### src/rtl/sertx_pkg.sv
`timescale 1ns/1ps
package sertx_pkg;

  localparam int BYTE_W = 8;

  typedef enum logic [2:0] {
    ST_IDLE,
    ST_START,
    ST_DATA,
    ST_PAR,
    ST_STOP,
    ST_LIN
  } tx_state_e;

  typedef struct packed {
    logic [1:0] wlen;
    logic       stop2;
    logic       par_en;
    logic       par_even;
    logic       par_stick;
  } frame_cfg_t;

  // parity bit for a byte under a given frame format
  function automatic logic calc_parity(input logic [BYTE_W-1:0] d,
                                       input frame_cfg_t c);
    logic [BYTE_W-1:0] mask;
    mask = BYTE_W'((1 << (5 + int'(c.wlen))) - 1);
    if (c.par_stick) return ~c.par_even;
    return c.par_even ? ^(d & mask) : ~^(d & mask);
  endfunction

endpackage

### src/rtl/sertx_cts_sync.sv
`timescale 1ns/1ps
module sertx_cts_sync #(
  parameter int STAGES = 2
) (
  input  logic clk,
  input  logic rst,
  input  logic async_in,
  output logic sync_out
);
  logic [STAGES-1:0] chain;

  generate
    if (STAGES == 1) begin : g_one
      always_ff @(posedge clk) chain <= rst ? '0 : async_in;
    end else begin : g_many
      always_ff @(posedge clk) begin
        if (rst) chain <= '0;
        else     chain <= {chain[STAGES-2:0], async_in};
      end
    end
  endgenerate

  assign sync_out = chain[STAGES-1];
endmodule

### src/rtl/sertx_engine.sv
`timescale 1ns/1ps
module sertx_engine
  import sertx_pkg::*;
#(
  parameter int OS_RATE = 16,
  parameter int LCW     = 4
) (
  input  logic              clk,
  input  logic              rst,
  input  logic              os_tick,
  input  logic [BYTE_W-1:0] fifo_data,
  input  logic              fifo_empty,
  input  frame_cfg_t        cfg,
  input  logic              cts_auto,
  input  logic              cts_ok,
  input  logic              lin_go,
  input  logic [LCW-1:0]    lin_cnt,
  output logic              line,
  output logic              fifo_pop,
  output logic              eng_idle,
  output logic              lin_busy
);
  localparam int LIN_MAX = ((1 << LCW) + 1) * OS_RATE;
  localparam int TCW     = $clog2(LIN_MAX + 1);
  localparam int BCW     = $clog2(BYTE_W);
  localparam int HALF    = OS_RATE / 2;

  tx_state_e         state;
  logic [TCW-1:0]    tcnt, lim, lin_len, stop_lim;
  logic [BCW-1:0]    bidx, last_idx;
  logic [BYTE_W-1:0] shreg;
  frame_cfg_t        fcfg;
  logic              par_bit, pop_q, lin_q, tick_last;

  assign stop_lim = !fcfg.stop2        ? TCW'(OS_RATE) :
                    (fcfg.wlen == 2'd0) ? TCW'(OS_RATE + HALF) :
                                          TCW'(2 * OS_RATE);
  assign last_idx = BCW'(4) + BCW'(fcfg.wlen);

  always_comb begin
    case (state)
      ST_STOP: lim = stop_lim;
      ST_LIN:  lim = lin_len;
      default: lim = TCW'(OS_RATE);
    endcase
  end

  assign tick_last = os_tick && (tcnt == lim - 1'b1);

  always_ff @(posedge clk) begin
    if (rst) begin
      state   <= ST_IDLE;
      tcnt    <= '0;
      bidx    <= '0;
      shreg   <= '0;
      fcfg    <= '0;
      par_bit <= 1'b0;
      lin_len <= '0;
      pop_q   <= 1'b0;
      lin_q   <= 1'b0;
    end else begin
      pop_q <= 1'b0;
      if (state == ST_IDLE) begin
        tcnt <= '0;
        if (lin_q) begin
          lin_len <= TCW'((int'(lin_cnt) + 2) * OS_RATE);
          state   <= ST_LIN;
        end else if (!fifo_empty && (!cts_auto || cts_ok)) begin
          pop_q   <= 1'b1;
          shreg   <= fifo_data;
          fcfg    <= cfg;
          par_bit <= calc_parity(fifo_data, cfg);
          state   <= ST_START;
        end
      end else if (os_tick) begin
        if (!tick_last) begin
          tcnt <= tcnt + 1'b1;
        end else begin
          tcnt <= '0;
          case (state)
            ST_START: begin
              bidx  <= '0;
              state <= ST_DATA;
            end
            ST_DATA: begin
              shreg <= shreg >> 1;
              if (bidx == last_idx) state <= fcfg.par_en ? ST_PAR : ST_STOP;
              else                  bidx  <= bidx + 1'b1;
            end
            ST_PAR:  state <= ST_STOP;
            ST_STOP: state <= ST_IDLE;
            ST_LIN: begin
              state <= ST_IDLE;
              lin_q <= 1'b0;
            end
            default: state <= ST_IDLE;
          endcase
        end
      end
      if (lin_go) lin_q <= 1'b1;
    end
  end

  always_comb begin
    case (state)
      ST_START: line = 1'b0;
      ST_DATA:  line = shreg[0];
      ST_PAR:   line = par_bit;
      ST_LIN:   line = 1'b0;
      default:  line = 1'b1;
    endcase
  end

  assign fifo_pop = pop_q;
  assign eng_idle = (state == ST_IDLE);
  assign lin_busy = lin_q;

  AST_POP_NONEMPTY: assert property (@(posedge clk) disable iff (rst)
    fifo_pop |-> $past(!fifo_empty));
  AST_POP_SINGLE: assert property (@(posedge clk) disable iff (rst)
    fifo_pop |=> !fifo_pop);
  AST_CTS_GATE: assert property (@(posedge clk) disable iff (rst)
    fifo_pop |-> $past(!cts_auto || cts_ok));
  AST_LIN_SELF_CLEAR: assert property (@(posedge clk) disable iff (rst)
    $fell(lin_busy) |-> eng_idle);
endmodule

### src/rtl/sertx_status.sv
`timescale 1ns/1ps
module sertx_status (
  input  logic clk,
  input  logic rst,
  input  logic fifo_empty,
  input  logic fifo_wr,
  input  logic fifo_pop,
  input  logic eng_idle,
  output logic tx_empty,
  output logic hold_empty
);
  logic te_q, he_q, pop_d;

  always_ff @(posedge clk) begin
    if (rst) begin
      te_q  <= 1'b1;
      he_q  <= 1'b1;
      pop_d <= 1'b0;
    end else begin
      te_q  <= fifo_empty && eng_idle;
      pop_d <= fifo_pop;
      if (fifo_wr)                  he_q <= 1'b0;
      else if (pop_d && fifo_empty) he_q <= 1'b1;
    end
  end

  assign tx_empty   = te_q;
  assign hold_empty = he_q;

  AST_TE_FIFO_EMPTY: assert property (@(posedge clk) disable iff (rst)
    tx_empty && !$past(rst) |-> $past(fifo_empty));
  AST_HOLD_CLEAR: assert property (@(posedge clk) disable iff (rst)
    $past(fifo_wr) && !$past(rst) |-> !hold_empty);
endmodule

### src/rtl/sertx_top.sv
`timescale 1ns/1ps
module sertx_top
  import sertx_pkg::*;
#(
  parameter int OS_RATE    = 16,
  parameter int LCW        = 4,
  parameter int SYNC_DEPTH = 2
) (
  input  logic              clk,
  input  logic              rst,
  input  logic              os_tick,
  input  logic [BYTE_W-1:0] fifo_data,
  input  logic              fifo_empty,
  input  logic              fifo_wr,
  output logic              fifo_pop,
  input  logic [1:0]        wlen,
  input  logic              stop2,
  input  logic              par_en,
  input  logic              par_even,
  input  logic              par_stick,
  input  logic              brk_force,
  input  logic              cts_auto,
  input  logic              cts_pol,
  input  logic              cts_pin,
  input  logic              lin_go,
  input  logic [LCW-1:0]    lin_cnt,
  output logic              txd,
  output logic              tx_empty,
  output logic              hold_empty,
  output logic              lin_busy
);
  frame_cfg_t cfg;
  logic       cts_s, eng_line, eng_idle, txd_q;

  assign cfg = '{wlen: wlen, stop2: stop2, par_en: par_en,
                 par_even: par_even, par_stick: par_stick};

  sertx_cts_sync #(.STAGES(SYNC_DEPTH)) u_sync (
    .clk(clk), .rst(rst), .async_in(cts_pin), .sync_out(cts_s));

  sertx_engine #(.OS_RATE(OS_RATE), .LCW(LCW)) u_eng (
    .clk(clk), .rst(rst), .os_tick(os_tick), .fifo_data(fifo_data),
    .fifo_empty(fifo_empty), .cfg(cfg), .cts_auto(cts_auto),
    .cts_ok(cts_s == cts_pol), .lin_go(lin_go), .lin_cnt(lin_cnt),
    .line(eng_line), .fifo_pop(fifo_pop), .eng_idle(eng_idle),
    .lin_busy(lin_busy));

  sertx_status u_stat (
    .clk(clk), .rst(rst), .fifo_empty(fifo_empty), .fifo_wr(fifo_wr),
    .fifo_pop(fifo_pop), .eng_idle(eng_idle), .tx_empty(tx_empty),
    .hold_empty(hold_empty));

  always_ff @(posedge clk) begin
    if (rst)            txd_q <= 1'b1;
    else if (brk_force) txd_q <= 1'b0;
    else                txd_q <= eng_line;
  end
  assign txd = txd_q;

  AST_BRK_LOW: assert property (@(posedge clk) disable iff (rst)
    $past(brk_force) && !$past(rst) |-> !txd);
  AST_IDLE_MARK: assert property (@(posedge clk) disable iff (rst)
    tx_empty && !$past(brk_force) && !$past(rst) && !$past(lin_busy) |-> txd);
endmodule

### config.mk
export PLATFORM = sky130hd
export DESIGN_NAME = sertx_top
export DESIGN_NICKNAME = d
export VERILOG_FILES = /design/src/rtl/sertx_pkg.sv /design/src/rtl/sertx_cts_sync.sv /design/src/rtl/sertx_engine.sv /design/src/rtl/sertx_status.sv /design/src/rtl/sertx_top.sv
export SDC_FILE = /design/constraint.sdc
export NUM_CORES = 1
export LEC_CHECK = 0
export BUFFER_PORTS_ARGS = -buffer_cell sky130_fd_sc_hd__buf_2
export CELL_PAD_IN_SITES_DETAIL_PLACEMENT = 1
export CELL_PAD_IN_SITES_GLOBAL_PLACEMENT = 1
export CORE_ASPECT_RATIO = 1.25
export CORE_UTILIZATION = 25
export DETAILED_ROUTE_END_ITERATION = 10
export PLACE_DENSITY_LB_ADDON = 0.1
export SYNTH_ARGS = -nofsm -noshare
export SYNTH_HDL_FRONTEND = slang
export SYNTH_SLANG_ARGS = --single-unit
### constraint.sdc
create_clock -name clk -period 2.71 [get_ports clk]
set_input_delay 0.813 -clock clk [delete_from_list [all_inputs] [get_ports clk]]
set_output_delay 0.813 -clock clk [all_outputs]
set_load 0.05 [all_outputs]
==> metrics.md, run 1 <==
| Metric | Value |
|---|---|
| Status | `complete, no violations` |
| Residual DRC | `0` |
| Worst hold slack | `0.445 ns` |
| Required @ worst endpoint | `2.92 ns` |
| Final setup fails | `0` |
| Period minus WS final | `2.61 ns` |
| Fill cells | `1142` |
| Site Rows | `39` |
| Vias in the first global route | `2484` |
| Place WS | `-0.0952 ns` |
| RSZ-0062 raised after global routing | `true` |
| # diodes | `0` |
| H-tree depth | `2` |
| Area share of fa/ha/maj cells after synthesis | `0.0206` |
| Initial antenna violation count | `0` |
| Crit Path Class | `reg -> reg` |
| Crit-path cells | `buf_4 > buf_4 > mux2_4 > or4_1 > nand3_2 > nand4_2 > buf_4 > or4_4 > a31oi_1` |
| Seq/Total Area, Yosys | `0.338` |
| Placed cell count | `477` |
| IO buf count | `32` |
| Clock net sink count | `41` |
| Largest net degree at the start of global routing | `24` |
| Slowest-stage cell, CP | `or4_4` |
| Vias | `2422` |
| GRT overflow | `0` |
| Leakage power | `1.24 nW` |
| Register-to-register setup slack | `0.1 ns` |
| Fin crit share | `0.965` |
| # IOs | `33` |
| Layout area overhead | `29.6%` |
| Area of the core | `9270 µm²` |
| Die ar. | `10100 µm²` |
| First-pass GRT wire length | `12.4 mm` |
| Sw Ratio | `0.292` |
| Mux contribution to synthesized area | `0.0155` |
| Die X | `90.1 µm` |
| Clk pwr share | `0.364` |
| CTS Root Buffer Type | `clkbuf_16` |
| Largest family of logic cells by synthesized area | `simple AND/OR/NAND/NOR gates` |
| Worst Skew | `0.00512 ns` |
| Non-filler cells, final | `489` |
| Cells after Synth | `306` |
| Total CTS buffers | `5` |
| Gr usage total | `0.155` |
| Synth Register Bits | `41` |
| CP Launch Type | `flip-flop` |
| Crit path buf inv count | `3` |
| Die H | `112 µm` |
| Final Util | `0.339` |
| First-pass detailed-route iteration total | `4` |
| Power Dens Cells | `509 nW/µm²` |
| Slew HR | `0.634` |
| Hold WC Path Type | `reg -> reg` |
| Multi-input gate area in the final layout | `1550 µm²` |
| CP arrival | `2.82 ns` |
| Crit Path Max Fanout | `5` |
| Pwr Total | `0.00160 W` |
| Fmax | `382 MHz` |
| Sequential Area | `825 µm²` |
| Yosys warns | `0` |
| Psw | `0.000468 W` |
| Comb pwr share | `0.221` |
| GPL Wtd Cong | `0.763` |
| CP Capture Type | `flip-flop` |
| Initial core utilization | `0.262` |
| Yosys cell types | `56` |
| Peak supply drop | `0.000226 V` |
| Clk_lat worst skew | `0.29 ns` |
| Clock slew at reported path FFs | `0.06 ns` |
| Seq pwr share | `0.416` |
| Post-synth EDFFs | `0` |
| XOR/XNOR Fraction of Synth Area | `0.0707` |
| Most used cell, CP | `buf_4` |
| Avg Cell Area, Syn | `7.93 µm²` |
| Hold Fails Final Rpt | `0` |
| Synthesized cell area | `2430 µm²` |
| Post-Synth Simple-Gate Area | `0.301` |
| Clk buf depth | `2` |
| Max Cap Violations | `0` |
| DP Wirelength | `5.73 mm` |
| Compound-cell area share of the yosys netlist | `0.207` |
| Max stage delay on crit path | `0.48 ns` |
| Worst slew pin tran | `0.545 ns` |
| P_int | `0.00113 W` |
| Nets | `397` |
| Final WL | `7.48 mm` |
| Setup WS post-layout | `0.0950 ns` |
| Iteration-0 DRC Markers | `82` |
| Antenna-violating nets left | `0` |
| Avg WL per Cell | `15.3 µm` |
| Share of cells above drive strength 1 | `0.265` |
| CTS tree | `built` |
| Syn nets | `338` |
| Asr flop ratio synth | `0` |
| Primary FF master, synth | `dfxtp_1` |
| Fin. max-slew vios | `0` |
| Via density | `4.95` |
| Top delay family on crit path | `simple AND/OR/NAND/NOR gates` |
## cell usage after synthesis, types with 6 or more instances
cell	count	area [µm²]
nand4_1	7	43.8
o21ai_0	12	60.1
xor2_1	6	52.6
nand3_1	10	50.1
clkbuf_1	14	52.6
nand2_1	59	221
inv_1	6	22.5
nor2b_1	8	50.1
a21oi_1	26	130
a221o_1	8	80.1
nor2_1	17	63.8
xnor2_1	11	96.3
dfxtp_1	41	821
## cell type report
class	count	share of cell area
multi-input cells	240	0.492
flip-flops and latches	41	0.262
repair buffers	71	0.146
well taps	123	0.0489
clock buffers	8	0.0434
inverters	6	0.00716
## registers in the layout (all words and copies together) (netlist names)
signal,count
u_eng.state,3
u_stat.hold_empty,1
u_stat.pop_d,1
u_stat.tx_empty,1
u_sync.chain,2
u_eng.tcnt,9
u_eng.lin_busy,1
u_eng.shreg,8
txd,1
u_eng.lin_len,5
u_eng.fifo_pop,1
u_eng.par_bit,1
u_eng.bidx,3
u_eng.fcfg,4
## per-stage QoR
step	area (µm²)	setup TNS (ns)
3_5_place_dp	2910	-0.582
6_report	3140	0
2_1_floorplan	2430	0
3_3_place_gp	2910	-0.515
5_1_grt	3140	-0.0554
4_1_cts	3050	-0.632
## power groups by stage
| stage | combinational (W) | sequential, W | clock [W] |
|---|---|---|---|
| final | 0.000353 | 0.000666 | 0.000582 |
| after global placement | 0.000348 | 0.000678 | 0 |
| after CTS | 0.000352 | 0.000665 | 0.000604 |
| after floorplan | 0.000201 | 0.000689 | 0 |
| after detailed placement | 0.000350 | 0.000678 | 0 |
| after global routing | 0.000391 | 0.000671 | 0.000625 |
## worst reg2reg max path, delay by kind of cell (launching register included)
family	cells	cell delay [ns]
simple gates	4	1.26
compound gates	1	0.13
flops	1	0.32
buf+inv	3	0.53
mux	1	0.31
## cells by family after synthesis
family,after synthesis
simple gates,140
compound gates,75
flops,41
buf+inv,25
xor+xnor,18
fa+ha+maj,4
mux,3
## metal layers
layer / wire length (µm) / global-route usage / share of wire
met5: 0 / 0 / 0
met2: 3740 / 0.284 / 0.50
met1: 3340 / 0.178 / 0.45
met3: 165 / 0.0230 / 0.022
met4: 231 / 0.0688 / 0.031
## path summary, 6_finish.rpt
kind                endpoint  depth (start not counted)            start
max           u_eng.state[2]                          9   u_eng.state[0]
min          u_sync.chain[1]                          1  u_sync.chain[0]
min reg2reg  u_sync.chain[1]                          1  u_sync.chain[0]
max reg2reg   u_eng.state[2]                          9   u_eng.state[0]
## placed cells by master (no fill, tap or decap), types with 3 or more instances in the layout
cell type / n
nand4_1: 7
nand2_1: 58
buf_2: 32
nand2b_1: 3
dfxtp_2: 3
clkbuf_16: 5
xnor2_1: 11
a221o_1: 8
o21ai_0: 11
nand4b_1: 3
clkbuf_1: 3
nor3_1: 3
a21o_1: 3
nand3b_1: 3
and2_1: 3
dfxtp_1: 38
a211oi_1: 3
a21oi_1: 26
inv_1: 6
xor2_1: 6
buf_4: 37
nand3_1: 10
nor2b_1: 8
ha_1: 3
nor2_1: 17
## repair_timing
item | in CTS | in global routing
buffers inserted | 0 | 5
gates resized for setup | 0 | 19
hold buffers | 0 | 0
pin swaps | 2 | 10
setup endpoints to repair | 9 | 16
endpoints found under the hold margin | 0 | 0
No activity file was read; power rests on OpenSTA's default activity.
==> run 2, diff against run 1 <==
Settings changed: CORE_UTILIZATION 25 to 30.
==> metrics.md, run 2 (synthesized netlist as in run 1, its figures left out) <==
| Metric | Value |
|---|---|
| Status | `complete, no violations` |
| First-pass detailed-route iteration total | `4` |
| Required @ worst endpoint | `2.89 ns` |
| Initial antenna violation count | `0` |
| Final setup fails | `0` |
| RSZ-0062 raised after global routing | `true` |
| Initial core utilization | `0.310` |
| Period minus WS final | `2.60 ns` |
| Top reg by flops | `u_eng.tcnt` |
| Max Cap Violations | `0` |
| Via density | `5.21` |
| CTS Root Buffer Type | `clkbuf_8` |
| Leakage power | `1.22 nW` |
| Placed cell area | `2870 µm²` |
| Final WL | `7.05 mm` |
| Total CTS buffers | `5` |
| Vias | `2398` |
| Hold WC Path Type | `reg -> reg` |
| Commonest non-fill, non-tap cell in the layout | `nand2_1` |
| Site Rows | `36` |
| Share of cells above drive strength 1 | `0.260` |
| Fin crit share | `0.959` |
| Peak supply drop | `0.000182 V` |
| Residual DRC | `0` |
| Clock slew at reported path FFs | `0.08 ns` |
| Die H | `103 µm` |
| WHS Endpoint | `u_sync.chain[1]` |
| CP Capture Type | `flip-flop` |
| Largest regs | `u_eng.tcnt x9, u_eng.shreg x8, u_eng.lin_len x5` |
| Iteration-0 DRC Markers | `62` |
| Top delay family on crit path | `compound AO/OA/AOI/OAI gates` |
| Crit path buf inv count | `2` |
| Worst slew pin tran | `0.536 ns` |
| CP arrival | `2.78 ns` |
| Largest net degree at the start of global routing | `18` |
| Crit path depth | `12` |
| Hold Fails Final Rpt | `0` |
| Fin. max-slew vios | `0` |
| Nets | `397` |
| CTS tree | `built` |
| GRT overflow | `0` |
| Gr usage total | `0.184` |
| CP Launch Type | `flip-flop` |
| Worst Skew | `0.00466 ns` |
| Avg WL per Cell | `15.3 µm` |
| Register-to-register setup slack | `0.11 ns` |
| Die X | `82.4 µm` |
| R2R cell count | `12` |
| Crit Path Class | `reg -> reg` |
| Clk buf depth | `2` |
| Die ar. | `8450 µm²` |
| Fmax | `385 MHz` |
| H-tree depth | `2` |
| Max stage delay on crit path | `0.35 ns` |
| Power Dens Cells | `472 nW/µm²` |
| Clock net sink count | `41` |
| Reg2reg end | `u_eng.shreg[0]` |
| Highest-count cells in the layout ignoring fill and taps | `59 x nand2_1, 38 x buf_4, 38 x dfxtp_1, 32 x buf_2, 26 x a21oi_1` |
| Slowest-stage cell, CP | `a221o_1` |
| First-pass GRT wire length | `11.8 mm` |
| Vias in the first global route | `2404` |
| Clk_lat worst skew | `0.29 ns` |
| Antenna-violating nets left | `0` |
| Slew HR | `0.640` |
| # diodes | `0` |
| Setup tns final | `0 ns` |
| Hold depth | `1` |
| Crit-path cells | `and4bb_2 > nand2_1 > o21ai_1 > ha_2 > xor2_1 > o211a_1 > o211a_1 > buf_4 > and4_1 > a21oi_2 > buf_4 > a221o_1` |
| Area of the core | `7840 µm²` |
| GPL Wtd Cong | `0.745` |
| Hold path startpoint | `u_sync.chain[0]` |
| Fill cells | `977` |
| Crit Path Max Fanout | `7` |
| Final Util | `0.388` |
| Number of flip-flops in the largest register | `9` |
| Worst r2r src | `u_eng.state[1]` |
| IO buf count | `32` |
| DP Wirelength | `5.41 mm` |
| # IOs | `33` |
| Fin area | `3040 µm²` |
| Layout area overhead | `25.4%` |
## run 2: final cells by class
class	count	area (µm²)	share of cell area
timing repair buffer	71	457	0.150
multi-input combinational	240	1530	0.504
clock buffer	7	86.3	0.0284
sequential	41	825	0.271
inverter	6	22.5	0.00740
tap	95	119	0.0391
## run 2: how the worst max path moves through the flow
stage / start / endpoint
6_report: u_eng.state[1] / u_eng.shreg[0]
5_1_grt: u_eng.state[1] / u_eng.state[1]
4_1_cts: u_eng.state[0] / u_eng.state[0]
3_5_place_dp: u_eng.state[0] / u_eng.shreg[6]
3_3_place_gp: u_eng.state[1] / u_eng.shreg[6]
2_1_floorplan: u_eng.state[2] / u_eng.state[0]
## run 2: routing by layer
metal	wire length, µm	track usage	up-vias	part of all wire
met2	3610	0.326	33	0.51
met5	0	0	-	0
li1	-	-	1215	-
met3	153	0.0248	9	0.022
met4	95	0.0486	0	0.013
met1	3180	0.229	1141	0.45
## run 2: stage by stage
stage               std cells  hold slack [ns]  worst slack, ns  power, W
finish                    460            0.447            0.110   0.00144
global route              460            0.465          -0.0667   0.00152
CTS                       456            0.450           0.0245   0.00144
detailed placement        448            0.431           -0.170   0.00102
global placement          448            0.419           -0.102   0.00102
floorplan                 306            0.414            0.133  0.000890
## run 2: what timing repair did
| action | 4_1_cts | 5_1_grt |
|---|---|---|
| gates resized for setup | 2 | 11 |
| gates cloned | 0 | 0 |
| buffers inserted | 1 | 5 |
| hold buffers | 0 | 0 |
| pin swaps | 2 | 8 |
| setup endpoints to repair | 10 | 17 |
## run 2: report_power, final
part           switching [W]  internal [W]  total (W)
combinational       0.000202      0.000153   0.000355
clock               0.000217      0.000203   0.000419
sequential         0.0000246      0.000637   0.000662
## run 2: worst reg2reg max path, cell delays in order (launching register included)
cell and delay (ns):
dfxtp_2 0.34, and4bb_2 0.34, nand2_1 0.06, o21ai_1 0.08
ha_2 0.29, xor2_1 0.12, o211a_1 0.16, o211a_1 0.15
buf_4 0.11, and4_1 0.26, a21oi_2 0.07, buf_4 0.17
a221o_1 0.35
